File: config.mk
export PLATFORM = sky130hd
export DESIGN_NAME = dram_cmd_seq
export DESIGN_NICKNAME = d
export VERILOG_FILES = /design/src/rtl/dram_seq_pkg.sv /design/src/rtl/dram_addr_split.sv /design/src/rtl/dram_bank_table.sv /design/src/rtl/dram_refresh_timer.sv /design/src/rtl/dram_cmd_seq.sv
export SDC_FILE = /design/constraint.sdc
export NUM_CORES = 1
export LEC_CHECK = 0
export ABC_CLOCK_PERIOD_IN_PS = 2400
export CAP_MARGIN = 20
export CORE_ASPECT_RATIO = 1.1
export CORE_MARGIN = 2
export CORE_UTILIZATION = 50
export CTS_CLUSTER_DIAMETER = 60
export DETAILED_ROUTE_END_ITERATION = 8
export DONT_BUFFER_PORTS = 1
export PLACE_DENSITY = 0.71
export SETUP_SLACK_MARGIN = 0.15
export SLEW_MARGIN = 20
export SYNTH_ARGS = -nofsm -noshare
export SYNTH_HDL_FRONTEND = slang
export SYNTH_SLANG_ARGS = --single-unit
File: constraint.sdc
create_clock -name clk -period 2.4 [get_ports clk]
set_input_delay 0.36 -clock clk [delete_from_list [all_inputs] [get_ports clk]]
set_output_delay 0.36 -clock clk [all_outputs]
set_load 0.03 [all_outputs]
File: src/rtl/dram_seq_pkg.sv
package dram_seq_pkg;

    localparam int ROW_W  = 12;
    localparam int BANK_W = 2;
    localparam int COL_W  = 9;
    localparam int NBANK  = 1 << BANK_W;
    localparam int ADDR_W = ROW_W + BANK_W + COL_W;
    localparam int AP_BIT = 8;

    // {cs_n, ras_n, cas_n, we_n}
    typedef enum logic [3:0] {
        CMD_NOP = 4'b0111,
        CMD_ACT = 4'b0011,
        CMD_RD  = 4'b0101,
        CMD_WR  = 4'b0100,
        CMD_PRE = 4'b0010,
        CMD_REF = 4'b0001
    } cmd_e;

    typedef struct packed {
        logic [ROW_W-1:0]  row;
        logic [BANK_W-1:0] bank;
        logic [COL_W-1:0]  col;
    } dram_addr_t;

    typedef enum logic [2:0] {
        S_IDLE, S_WAIT, S_PRE, S_ACT, S_CAS, S_PREA, S_REF
    } seq_st_e;

    // Column placement on the address bus: bit 8 is the precharge flag.
    function automatic logic [ROW_W-1:0] cas_addr(input logic [COL_W-1:0] col,
                                                  input logic ap);
        logic [ROW_W-1:0] v;
        v          = '0;
        v[7:0]     = col[7:0];
        v[AP_BIT]  = ap;
        v[9]       = col[8];
        return v;
    endfunction

endpackage

File: src/rtl/dram_addr_split.sv
module dram_addr_split
    import dram_seq_pkg::*;
(
    input  logic [ADDR_W-1:0] flat,
    output dram_addr_t        fields
);

    always_comb begin
        fields = dram_addr_t'(flat);
    end

endmodule

File: src/rtl/dram_bank_table.sv
module dram_bank_table #(
    parameter int NB = 4,
    parameter int RW = 12,
    localparam int BW = $clog2(NB)
) (
    input  logic                 clk,
    input  logic                 rst,
    input  logic                 act_en,
    input  logic [BW-1:0]        act_bank,
    input  logic [RW-1:0]        act_row,
    input  logic                 close_en,
    input  logic [BW-1:0]        close_bank,
    input  logic                 close_all,
    output logic [NB-1:0]        open_o,
    output logic [NB-1:0][RW-1:0] rows_o
);

    for (genvar g = 0; g < NB; g++) begin : g_bank
        always_ff @(posedge clk) begin
            if (rst) begin
                open_o[g] <= 1'b0;
                rows_o[g] <= '0;
            end else if (close_all || (close_en && close_bank == BW'(g))) begin
                open_o[g] <= 1'b0;
            end else if (act_en && act_bank == BW'(g)) begin
                open_o[g] <= 1'b1;
                rows_o[g] <= act_row;
            end
        end
    end

endmodule

File: src/rtl/dram_refresh_timer.sv
module dram_refresh_timer #(
    parameter int INTERVAL = 975,
    localparam int CW = $clog2(INTERVAL + 1)
) (
    input  logic clk,
    input  logic rst,
    input  logic ack,
    output logic pending
);

    logic [CW-1:0] cnt;
    logic          expire;

    assign expire = (cnt == CW'(INTERVAL - 1));

    always_ff @(posedge clk) begin
        if (rst) begin
            cnt     <= '0;
            pending <= 1'b0;
        end else begin
            cnt <= expire ? '0 : cnt + 1'b1;
            if (expire)
                pending <= 1'b1;
            else if (ack)
                pending <= 1'b0;
        end
    end

    AST_PEND_STICKY: assert property (@(posedge clk) disable iff (rst)
        (pending && !ack) |=> pending);

endmodule

File: src/rtl/dram_cmd_seq.sv
module dram_cmd_seq
    import dram_seq_pkg::*;
#(
    parameter int T_RCD   = 4,
    parameter int T_RP    = 4,
    parameter int T_RFC   = 20,
    parameter int REF_INT = 975
) (
    input  logic              clk,
    input  logic              rst,
    input  logic              req_valid,
    output logic              req_ready,
    input  logic              req_write,
    input  logic              req_autopre,
    input  logic [ADDR_W-1:0] req_addr,
    output logic              cs_n,
    output logic              ras_n,
    output logic              cas_n,
    output logic              we_n,
    output logic [BANK_W-1:0] ba,
    output logic [ROW_W-1:0]  a
);

    localparam int MAXD_A = (T_RCD > T_RP) ? T_RCD : T_RP;
    localparam int MAXD   = (MAXD_A > T_RFC) ? MAXD_A : T_RFC;
    localparam int WCW    = $clog2(MAXD + 1);
    localparam logic [WCW-1:0] D_RCD = WCW'(T_RCD);
    localparam logic [WCW-1:0] D_RP  = WCW'(T_RP);
    localparam logic [WCW-1:0] D_RFC = WCW'(T_RFC);
    localparam logic [WCW-1:0] D_ONE = WCW'(1);

    seq_st_e                     state, after, tgt;
    logic [WCW-1:0]              wcnt, dly;
    dram_addr_t                  in_f, cur;
    logic                        cur_wr, cur_ap;
    logic [NBANK-1:0]            bank_open;
    logic [NBANK-1:0][ROW_W-1:0] bank_rows;
    logic                        any_open, hit, ref_pend, ref_ack;
    logic                        act_en, close_en, close_all;
    cmd_e                        cmd;

    dram_addr_split u_split (
        .flat   (req_addr),
        .fields (in_f)
    );

    dram_bank_table #(.NB(NBANK), .RW(ROW_W)) u_tab (
        .clk        (clk),
        .rst        (rst),
        .act_en     (act_en),
        .act_bank   (cur.bank),
        .act_row    (cur.row),
        .close_en   (close_en),
        .close_bank (cur.bank),
        .close_all  (close_all),
        .open_o     (bank_open),
        .rows_o     (bank_rows)
    );

    dram_refresh_timer #(.INTERVAL(REF_INT)) u_ref (
        .clk     (clk),
        .rst     (rst),
        .ack     (ref_ack),
        .pending (ref_pend)
    );

    assign any_open  = |bank_open;
    assign hit       = bank_open[in_f.bank] && (bank_rows[in_f.bank] == in_f.row);
    assign req_ready = (state == S_IDLE) && !ref_pend;
    assign act_en    = (state == S_ACT);
    assign close_en  = (state == S_PRE) || ((state == S_CAS) && cur_ap);
    assign close_all = (state == S_PREA);
    assign ref_ack   = (state == S_REF);

    // Command and bus contents per state
    always_comb begin
        cmd = CMD_NOP;
        ba  = '0;
        a   = '0;
        unique case (state)
            S_PRE:  begin cmd = CMD_PRE; ba = cur.bank; end
            S_ACT:  begin cmd = CMD_ACT; ba = cur.bank; a = cur.row; end
            S_CAS:  begin
                cmd = cur_wr ? CMD_WR : CMD_RD;
                ba  = cur.bank;
                a   = cas_addr(cur.col, cur_ap);
            end
            S_PREA: begin cmd = CMD_PRE; a[AP_BIT] = 1'b1; end
            S_REF:  cmd = CMD_REF;
            default: ;
        endcase
    end

    assign {cs_n, ras_n, cas_n, we_n} = cmd;

    // Delay that follows each command, and the state after it
    always_comb begin
        dly = D_ONE;
        tgt = S_IDLE;
        unique case (state)
            S_PRE:  begin dly = D_RP;  tgt = S_ACT; end
            S_ACT:  begin dly = D_RCD; tgt = S_CAS; end
            S_CAS:  begin dly = cur_ap ? D_RP : D_ONE; tgt = S_IDLE; end
            S_PREA: begin dly = D_RP;  tgt = S_REF; end
            S_REF:  begin dly = D_RFC; tgt = S_IDLE; end
            default: ;
        endcase
    end

    always_ff @(posedge clk) begin
        if (rst) begin
            state  <= S_IDLE;
            after  <= S_IDLE;
            wcnt   <= '0;
            cur    <= '0;
            cur_wr <= 1'b0;
            cur_ap <= 1'b0;
        end else begin
            unique case (state)
                S_IDLE: begin
                    if (ref_pend) begin
                        state <= any_open ? S_PREA : S_REF;
                    end else if (req_valid) begin
                        cur    <= in_f;
                        cur_wr <= req_write;
                        cur_ap <= req_autopre;
                        if (hit)
                            state <= S_CAS;
                        else if (bank_open[in_f.bank])
                            state <= S_PRE;
                        else
                            state <= S_ACT;
                    end
                end
                S_WAIT: begin
                    wcnt <= wcnt - 1'b1;
                    if (wcnt == D_ONE)
                        state <= after;
                end
                default: begin
                    if (dly > D_ONE) begin
                        state <= S_WAIT;
                        wcnt  <= dly - 1'b1;
                        after <= tgt;
                    end else begin
                        state <= tgt;
                    end
                end
            endcase
        end
    end

    AST_ACCEPT_ISSUES: assert property (@(posedge clk) disable iff (rst)
        (req_valid && req_ready) |=> (!req_ready && cmd != CMD_NOP));

    AST_CAS_ROW_OPEN: assert property (@(posedge clk) disable iff (rst)
        (cmd == CMD_RD || cmd == CMD_WR) |-> (bank_open[ba] && bank_rows[ba] == cur.row));

    AST_ACT_BANK_CLOSED: assert property (@(posedge clk) disable iff (rst)
        (cmd == CMD_ACT) |-> !bank_open[ba]);

    AST_REF_ALL_CLOSED: assert property (@(posedge clk) disable iff (rst)
        (cmd == CMD_REF) |-> !any_open);

endmodule

==> summary.md, run 1 <==
| Metric | Value |
|---|---|
| Mapped cell area | `4620 um^2` |
| Critical path type | `flip-flop to output port` |
| Crit start category | `flip-flop` |
| RSZ-0062 raised after global routing | `yes` |
| Post-synth EDFFs | `0` |
| Htree depth | `3` |
| Leakage | `1.81 nW` |
| Worst slew pin tran | `0.641 ns` |
| Final clock period utilization by the worst path | `90.5%` |
| CP arrival | `1.81 ns` |
| Worst-case vdd ir drop | `0.528 mV` |
| Port Buffers | `0` |
| Final Slew Violations | `0` |
| Area occupied by registers | `1990 um^2` |
| DRC | `0` |
| Peak Freq | `461 MHz` |
| First-pass GRT wire length | `18,100 um` |
| Max_cap viols | `0` |
| Root buffer cell | `clkbuf_8` |
| Placer Congestion | `0.900` |
| Cell Area, Placed | `4820 um^2` |
| Layout area overhead | `9.59%` |
| Initial antenna violation count | `0` |
| Post-synthesis instance total | `584` |
| Endpoint type of the worst setup path | `output port` |
| Combinational Power Share | `18.8%` |
| Worst Setup SP | `state[2]$_SDFFE_PP0P_` |
| Setup Buffers After CTS | `0` |
| Max Root-Sink Buffers | `2` |
| Worst-Skew Late Latency | `0.37 ns` |
| Antenna fix cells | `0` |
| CTS sink cnt | `99` |
| Commonest cells in the netlist | `162 x nand2_1, 99 x dfxtp_1, 90 x a21oi_1` |
| Detailed Route Iter0 Violations | `221` |
| Sequential fraction of the synthesis area | `42.9%` |
| Sequential Power Share | `51.0%` |
| Cell area power density | `723 nW/um^2` |
| Status | `finished clean` |
| Clk_skew | `0.00955 ns` |
| Nets | `620` |
| Drt total wl | `11,300 um` |
| Post-synth top flop | `dfxtp_1` |
| DIE WIDTH | `95.6 um` |
| Drt wl/cell | `16.0 um` |
| Post-synthesis average cell area | `7.91 um^2` |
| Gr usage total | `23.3%` |
| Slew Limit Headroom | `57.2%` |
| Vias in the first global route | `3,717` |
| Most common cell in the synthesized netlist | `nand2_1` |
| Share of layout cells above drive strength 1 | `10.6%` |
| Post-synth top area share | `42.9%` |
| Area leader, netlist | `dfxtp_1` |
| Worst-path fanout max | `13` |
| CTS tree | `built` |
| IO Pins | `47` |
| Row cnt | `36` |
| Grt ovf | `0` |
| Internal power | `0.00256 W` |
| Net Sw Frac | `30.1%` |
| Yosys cell types | `56` |
| #FFs+latches synth | `99` |
| HP Start | `rst` |
| Footprint of the multi-input gates | `2450 um^2` |
| Largest net degree at the start of global routing | `87` |
| Warnings, synthesis | `0` |
| Post-synthesis mux area share | `5.96%` |
| Endpoints failing hold | `0` |
| Antenna viol nets, final | `0` |
| Worst EP required | `2.04 ns` |
| Fillers | `842` |
| Drt first pass iters | `5` |
| Initial Util | `51.8%` |
| DP Wirelength | `7460 um` |
| Post-route cell area | `5060 um^2` |
| Critical R2R Launch | `wcnt[1]$_SDFFE_PP0P_` |
| CORE AREA | `8920 um^2` |
| Worst hold slack | `0.0433 ns` |
| Mapped Nets | `617` |
| Largest family of logic cells by synthesized area | `simple AND/OR/NAND/NOR gates` |
| CTS clock-pin slew for the worst setup and hold paths | `0.09 ns` |
| Total number of vias | `3,998` |
| Final min period | `2.17 ns` |
| Clk pwr share | `30.2%` |
| Hold Buf Count CTS | `0` |
| FFs w/ async S/R, synth | `0%` |
| Vias/cell | `5.66` |
| Final setup TNS | `0 ns` |
| Adder-Cell Fraction of Synth Area | `1.35%` |
| FF-to-FF setup slack | `0.45 ns` |
| Synth Area in Compound Gates | `17.3%` |
| Die height | `105 um` |
| Total CTS buffers | `9` |
| Die area | `10,000 um^2` |
| Top post-synthesis cells by area | `dfxtp_1 43%, nand2_1 13%, a21oi_1 9.8%, mux2i_1 5.0%, xnor2_1 3.0%` |
| Synth Area in Simple Gates | `22.6%` |
| Hold Crit Class | `input pin to flip-flop` |
| Final Setup Violations | `0` |
| P_sw | `0.00110 W` |
| XOR/XNOR Fraction of Synth Area | `5.12%` |
## per-stage QoR
step | worst slack [ns] | power, W | cells | utilization [%]
after CTS | 0.171 | 0.00367 | 706 | 56.6
after global placement | 0.335 | 0.00254 | 690 | 54.1
final | 0.229 | 0.00366 | 706 | 56.8
after global routing | 0.147 | 0.00385 | 706 | 56.8
after floorplan | 0.210 | 0.00240 | 584 | -
after detailed placement | 0.345 | 0.00257 | 690 | 54.1
## cells in the final DEF (no fill, tap or decap), types with 3 or more instances in the layout
master and count:
a22o_1 8, nor4_2 3, nand2b_1 4, a21oi_1 90, and2_1 4, a31oi_1 4, and3_1 5, nand3_1 11
nor2_1 30, inv_1 8, dfxtp_2 3, nor3_1 8, buf_4 28, ha_1 5, mux2i_1 23, dfxtp_1 96
nand2_1 162, o21ai_0 11, xor2_1 11, xnor2_1 16, clkbuf_8 11
## sequential cells by signal, summed over array words and instances (netlist names), 3 cells and up
name / count
u_tab.open_o: 4
state: 3
after: 3
wcnt: 5
u_ref.cnt: 10
cur: 23
u_tab.rows_o: 48
## repair_timing
item	in CTS	in global routing
pin swaps	0	0
resized for setup	7	4
setup endpoints to repair	12	11
## per-layer routing
metal,global-route usage (%),up-vias,part of all wire [%]
li1,-,1989,-
met1,30.2,1879,44
met2,37.8,114,49
met3,4.33,16,5.5
met4,8.98,0,1.9
met5,0,-,0
## final cells by class
class | count | area share [%]
timing repair buffer | 30 | 4.84
inverter | 9 | 0.667
tap | 114 | 2.82
multi-input combinational | 438 | 48.4
clock buffer | 13 | 3.14
sequential | 99 | 39.2
clock inverter | 3 | 0.914
## worst max-delay path, stage by stage, from the launching register on
cell and delay, ns:
dfxtp_2 0.38, buf_4 0.19, nand2b_2 0.23, nor2_4 0.16
buf_8 0.18, a22o_1 0.14, buf_4 0.15
## power groups by stage
stage / combinational, W / sequential (W) / clock (W)
after floorplan: 0.000556 / 0.00185 / 0
after global placement: 0.000647 / 0.00190 / 0
after detailed placement: 0.000668 / 0.00190 / 0
after CTS: 0.000676 / 0.00187 / 0.00113
after global routing: 0.000761 / 0.00189 / 0.00120
final: 0.000687 / 0.00187 / 0.00111
## cell families (layout without fill, tap and decap cells)
family                     after synthesis  in the layout
other                                    1              1
buffers and inverters                   47             55
and+or+nand+nor                        246            246
adders and majority gates                5              5
xor gates and xnor gates                27             27
muxes                                   25             25
DFF                                     99             99
AOI/OAI and AO/OA                      134            134
## path summary, 6_finish.rpt
kind                            depth (start not counted)                           end
worst max-delay path                                    6                          a[5]
worst min-delay path                                    1           cur_wr$_SDFFE_PP0P_
worst max register to register                          8         state[1]$_SDFFE_PP0P_
worst min register to register                          2  u_tab.rows_o[8]$_SDFFE_PP0P_
(Power assumes the default switching activity.)
==> run 2: changes to the inputs <==
- DONT_BUFFER_PORTS: 1 -> default
- PLACE_DENSITY: 0.71 -> 0.78
==> summary.md, run 2 (synthesis gave the netlist of run 1 again) <==
| Metric | Value |
|---|---|
| Final Slew Violations | `0 (unchanged)` |
| Detailed Route Iter0 Violations | `238 (+7.7%)` |
| Capturing point of the worst reg2reg path | `state[1]$_SDFFE_PP0P_` |
| Worst EP required | `2.04 ns (about the same)` |
| Peak Freq | `464 MHz (+0.67%)` |
| DIE WIDTH | `95.6 um (unchanged)` |
| Vias/cell | `5.66 (about the same)` |
| HP Start | `rst` |
| Drt total wl | `11,800 um (+4.5%)` |
| Max Root-Sink Buffers | `2 (unchanged)` |
| Max layer used | `met4` |
| Total chip power | `0.00382 W (+4.4%)` |
| Worst-Skew Late Latency | `0.37 ns (about the same)` |
| Status | `finished clean` |
| Antenna viol nets, final | `0 (unchanged)` |
| Max_cap viols | `0 (unchanged)` |
| Final min period | `2.16 ns (-0.0145 ns)` |
| Worst slew pin tran | `0.700 ns (+0.0588 ns)` |
| Worst Hold Depth | `2 (+1)` |
| Met3 WL | `632 um (+1.9%)` |
| CTS sink cnt | `99 (unchanged)` |
| Hold Buf Count CTS | `0 (unchanged)` |
| Final clock period utilization by the worst path | `89.9% (-0.61 points)` |
| Clk pwr share | `29.8% (-0.4 points)` |
| IO Pins | `47 (unchanged)` |
| Most frequent cells in the layout | `162 x nand2_1, 96 x dfxtp_1, 90 x a21oi_1` |
| FF-to-FF path depth | `8 (unchanged)` |
| Grt ovf | `0 (unchanged)` |
| Initial Util | `51.8% (unchanged)` |
| Internal power | `0.00265 W (+3.6%)` |
| Sequential Power Share | `48.8% (-2.2 points)` |
| FF-to-FF setup slack | `0.44 ns (about the same)` |
| CTS tree | `built` |
| Row cnt | `36 (unchanged)` |
| Endpoints failing hold | `0 (unchanged)` |
| Clk_skew | `0.00683 ns (-0.00272 ns)` |
| Wire length on met2 | `5770 um (+4.5%)` |
| Gr usage total | `24.0% (+0.78 points)` |
| Largest net degree at the start of global routing | `41 (-53%)` |
| Total number of vias | `4,317 (+8.0%)` |
| Met1 Routed Length | `5030 um (+1.8%)` |
| Slew Limit Headroom | `53.3% (-4.0 points)` |
| Die height | `105 um (unchanged)` |
| Critical path type | `flip-flop to output port` |
| RSZ-0062 raised after global routing | `no` |
| Critical R2R Launch | `wcnt[1]$_SDFFE_PP0P_` |
| DRC | `0 (unchanged)` |
| Drt wl/cell | `15.5 um (-3.3%)` |
| Worst-case vdd ir drop | `0.470 mV (-11%)` |
| First-pass GRT wire length | `19,000 um (+5.1%)` |
| Placer Congestion | `0.890 (-1.1%)` |
| P_sw | `0.00117 W (+6.2%)` |
| Root buffer cell | `clkbuf_8` |
| Hold Crit Endpoint | `wcnt[2]$_SDFFE_PP0P_` |
| Leakage | `2.08 nW (+15%)` |
| Total CTS buffers | `9 (unchanged)` |
| Nets | `677 (+9.2%)` |
| CTS clock-pin slew for the worst setup and hold paths | `0.09 ns (about the same)` |
| Layout area overhead | `21.6%` |
| Initial antenna violation count | `0 (unchanged)` |
| Vias in the first global route | `4,159 (+12%)` |
| DP Wirelength | `8060 um (+8.0%)` |
| CORE AREA | `8920 um^2 (unchanged)` |
| Combinational Power Share | `21.4% (+2.6 points)` |
| Crit start category | `flip-flop` |
| Largest registers | `u_tab.rows_o: 48 flops, cur: 23 flops, u_ref.cnt: 10 flops` |
| Hold Crit Class | `input pin to flip-flop` |
| Non-filler instance count after layout | `763 (+8.1%)` |
| Final Setup Violations | `0 (unchanged)` |
| Port Buffers | `45 (+45)` |
| Inst Count DP | `734 (+6.4%)` |
| Commonest non-fill, non-tap cell in the layout | `nand2_1` |
| Htree depth | `3 (unchanged)` |
| Cell area power density | `680 nW/um^2 (-6.0%)` |
| Antenna fix cells | `0 (unchanged)` |
| Drt first pass iters | `4 (-1)` |
| Share of layout cells above drive strength 1 | `14.5% (+3.8 points)` |
| Net Sw Frac | `30.6% (+0.52 points)` |
| Worst-path fanout max | `13 (unchanged)` |
| Top reg by flops | `u_tab.rows_o` |
| Endpoint type of the worst setup path | `output port` |
| CP arrival | `1.80 ns (about the same)` |
| Die area | `10,000 um^2 (unchanged)` |
| Largest register FFs | `48 (unchanged)` |
## run 2: cell types whose count changed in the layout (fill, tap and decap cells not counted), sizes merged
| cell | before | now |
|---|---|---|
| clkbuf | 13 | 12 |
| clkinv | 2 | 3 |
| buf | 30 | 57 |
| dlymetal6s2s | 0 | 1 |
| dlygate4sd2 | 0 | 3 |
| clkdlybuf4s50 | 0 | 26 |
## run 2: cell type report
class	count	area (um^2)
Inverter	9	33.8
Clock buffer	12	165
Fill cell	764	3300
Tap cell	114	143
Timing Repair Buffer	87	769
Multi-Input combinational cell	438	2470
Sequential cell	99	1990
Clock inverter	4	47.5
## run 2: how the worst max path moves through the flow
stage / startpoint / to / slack (ns)
2_1_floorplan: state[0]$_SDFFE_PP0P_ / ba[0] / 0.21
3_3_place_gp: req_addr[10] / state[2]$_SDFFE_PP0P_ / -0.09
3_5_place_dp: req_addr[10] / state[1]$_SDFFE_PP0P_ / -0.20
4_1_cts: state[2]$_SDFFE_PP0P_ / u_tab.open_o[1]$_SDFFE_PP0P_ / 0.14
5_1_grt: state[2]$_SDFFE_PP0P_ / a[6] / 0.15
6_report: state[0]$_SDFFE_PP0P_ / cas_n / 0.24
## run 2: per-layer routing
| layer | vias up | GRT usage (%) |
|---|---|---|
| met1 | 2037 | 29.5 |
| met4 | 0 | 9.59 |
| met5 | - | 0 |
| met2 | 146 | 41.5 |
| li1 | 2101 | - |
| met3 | 33 | 3.60 |
## run 2: worst max-delay path, cell delays in order (launching register included)
cell             delay (ns)
dfxtp_4                0.44
clkinv_1               0.12
nand2_1                0.17
clkdlybuf4s50_1        0.70
## run 2: power groups by stage
stage                     sequential [W]  combinational, W  clock (W)
after floorplan                  0.00185          0.000556          0
after global placement           0.00189          0.000759          0
after detailed placement         0.00190          0.000780          0
after CTS                        0.00186          0.000774    0.00114
after global routing             0.00188          0.000898    0.00121
final                            0.00187          0.000817    0.00114
## run 2: what timing repair did
item                                    4_1_cts  5_1_grt
pin swaps                                     0        8
endpoints found under the setup margin       21       31
setup buffers                                 0       13
endpoints found under the hold margin         0        0
gates resized for setup                       5       15
## run 2: metrics by stage
stage	worst slack [ns]	setup TNS, ns	hold WS (ns)	utilization (%)	instance area (um^2)
after detailed placement	-0.203	-0.404	0.447	58.6	5230
after floorplan	0.210	0	0.433	-	4630
final	0.244	0	0.389	63.0	5620
after global routing	0.151	0	0.421	63.0	5620
after CTS	0.142	0	0.392	61.0	5440
after global placement	-0.0941	-0.184	0.441	58.6	5230
==> run 3: changes to the inputs <==
- SKIP_CTS_REPAIR_TIMING: default -> 1
==> summary.md, run 3 (synthesis gave the netlist of run 1 again) <==
| Metric | Value |
|---|---|
| Status | `finished clean` |
| Worst-case vdd ir drop | `0.480 mV (+2.0%)` |
| Initial antenna violation count | `0 (unchanged)` |
| CP Cell Sequence | `buf_4 > nand2b_1 > nor2_1 > buf_6 > nand2_1 > o21ai_0 > buf_4` |
| Crit path max-delay family | `buffers and inverters` |
| Non-filler instance count after layout | `759 (-0.52%)` |
| Htree depth | `3 (unchanged)` |
| Largest net degree at the start of global routing | `41 (unchanged)` |
| Largest registers | `u_tab.rows_o: 48 flops, cur: 23 flops, u_ref.cnt: 10 flops` |
| Row cnt | `36 (unchanged)` |
| Hold Crit Class | `input pin to flip-flop` |
| Crit start category | `flip-flop` |
| Slowest cell on the critical path | `dfxtp_2` |
| First-pass GRT wire length | `19,000 um (about the same)` |
| Nets | `673 (-0.59%)` |
| Total number of vias | `4,299 (-0.42%)` |
| Cell area power density | `686 nW/um^2 (+0.90%)` |
| Drt first pass iters | `5 (+1)` |
| Detailed Route Iter0 Violations | `309 (+30%)` |
| CORE AREA | `8920 um^2 (unchanged)` |
| CTS tree | `built` |
| CTS clock-pin slew for the worst setup and hold paths | `0.09 ns (about the same)` |
| Post-route cell area | `5560 um^2 (-1.1%)` |
| Inst Count DP | `734 (unchanged)` |
| Peak Freq | `461 MHz (-0.59%)` |
| CTS sink cnt | `99 (unchanged)` |
| Vias in the first global route | `4,156 (-0.072%)` |
| Layout area overhead | `20.3%` |
| Largest register FFs | `48 (unchanged)` |
| Final Setup Violations | `0 (unchanged)` |
| Die area | `10,000 um^2 (unchanged)` |
| Die height | `105 um (unchanged)` |
| Share of layout cells above drive strength 1 | `13.3% (-1.2 points)` |
| DIE WIDTH | `95.6 um (unchanged)` |
| Total chip power | `0.00381 W (-0.25%)` |
| Top reg by flops | `u_tab.rows_o` |
| RSZ-0062 raised after global routing | `yes` |
| DP Wirelength | `8060 um (unchanged)` |
| Endpoints failing hold | `0 (unchanged)` |
| Vias/cell | `5.66 (+0.11%)` |
| Critical path type | `flip-flop to output port` |
| DRC | `0 (unchanged)` |
| Max Root-Sink Buffers | `2 (unchanged)` |
| Antenna viol nets, final | `0 (unchanged)` |
| Antenna fix cells | `0 (unchanged)` |
| CP most frequent cell | `buf_4` |
| Gr usage total | `24.0% (unchanged)` |
| Leakage | `2.07 nW (-0.62%)` |
| Buffers and inverters on the worst path | `3 (+1)` |
| Grt ovf | `0 (unchanged)` |
| IO Pins | `47 (unchanged)` |
| Slowest Stage Delay on Critical Path | `0.38 ns (-0.32 ns)` |
| Post-route setup slack | `0.231 ns (-0.0127 ns)` |
| Placer Congestion | `0.890 (unchanged)` |
| CP arrival | `1.81 ns (about the same)` |
| Final setup TNS | `0 ns (unchanged)` |
| Worst slack at placement | `-0.203 ns (unchanged)` |
| FF-to-FF setup slack | `0.43 ns (about the same)` |
| Worst-Skew Late Latency | `0.37 ns (about the same)` |
| Drt total wl | `11,800 um (+0.34%)` |
| Fillers | `775 (+1.4%)` |
| Final Slew Violations | `0 (unchanged)` |
| Final clock period utilization by the worst path | `90.4% (+0.53 points)` |
| Worst-path fanout max | `15 (+2)` |
| Endpoint type of the worst setup path | `output port` |
| Total CTS buffers | `9 (unchanged)` |
| Footprint of the multi-input gates | `2450 um^2 (-0.91%)` |
| Max_cap viols | `0 (unchanged)` |
| Slew Limit Headroom | `50.9% (-2.4 points)` |
| Area occupied by registers | `1990 um^2 (unchanged)` |
| Initial Util | `51.8% (unchanged)` |
| Drt wl/cell | `15.6 um (+0.87%)` |
| Cell Area, Placed | `5230 um^2 (unchanged)` |
| Root buffer cell | `clkbuf_8` |
| Commonest non-fill, non-tap cell in the layout | `nand2_1` |
| Clk_skew | `0.00697 ns (+0.000142 ns)` |
| Port Buffers | `45 (unchanged)` |
| Worst slew pin tran | `0.736 ns (+0.0360 ns)` |
| Worst EP required | `2.04 ns (about the same)` |
| Final min period | `2.17 ns (+0.0127 ns)` |
| Most frequent cells in the layout | `162 x nand2_1, 96 x dfxtp_1, 90 x a21oi_1` |
-- run 3: cell types whose count changed in the layout (fill, tap and decap cells not counted), moves of 2 or more --
cell	previous run	this run
dlygate4sd2_1	3	0
buf_12	3	1
dlymetal6s2s_1	1	5
buf_4	51	49
-- run 3: area by class of cell --
class	instances	share of cell area (%)
multi-input cells	438	44.1
flip-flops and latches	99	35.8
well taps	114	2.57
clock inverters	4	0.856
repair buffers	83	13.1
clock buffers	12	2.97
inverters	9	0.608
-- run 3: power by group --
group          switching (W)  total [W]  leakage, nW  internal, W
logic               0.000473   0.000806         1.16     0.000333
registers           0.000121    0.00187        0.805      0.00175
clock network       0.000575    0.00114        0.108     0.000564
total                0.00117    0.00381         2.07      0.00264
-- run 3: final timing paths --
kind	cells after the start	start	to
worst min register to register	2	u_tab.rows_o[8]$_SDFFE_PP0P_	u_tab.rows_o[8]$_SDFFE_PP0P_
worst max-delay path	7	state[2]$_SDFFE_PP0P_	a[8]
worst min-delay path	2	rst	wcnt[2]$_SDFFE_PP0P_
worst max register to register	6	state[2]$_SDFFE_PP0P_	u_tab.open_o[1]$_SDFFE_PP0P_
-- run 3: through the flow --
step / hold WS (ns) / util, %
after floorplan: 0.433 / -
after global placement: 0.441 / 58.6
after detailed placement: 0.447 / 58.6
after CTS: 0.392 / 61.0
after global routing: 0.423 / 62.3
final: 0.387 / 62.3
-- run 3: per-layer routing --
metal  global-route usage, %  vias to the layer above  wire, um
met3                    3.46                       26       548
li1                        -                     2087         -
met1                    29.9                     2049      5070
met4                    9.08                        0       273
met5                       0                        -         0
met2                    41.4                      137      5960
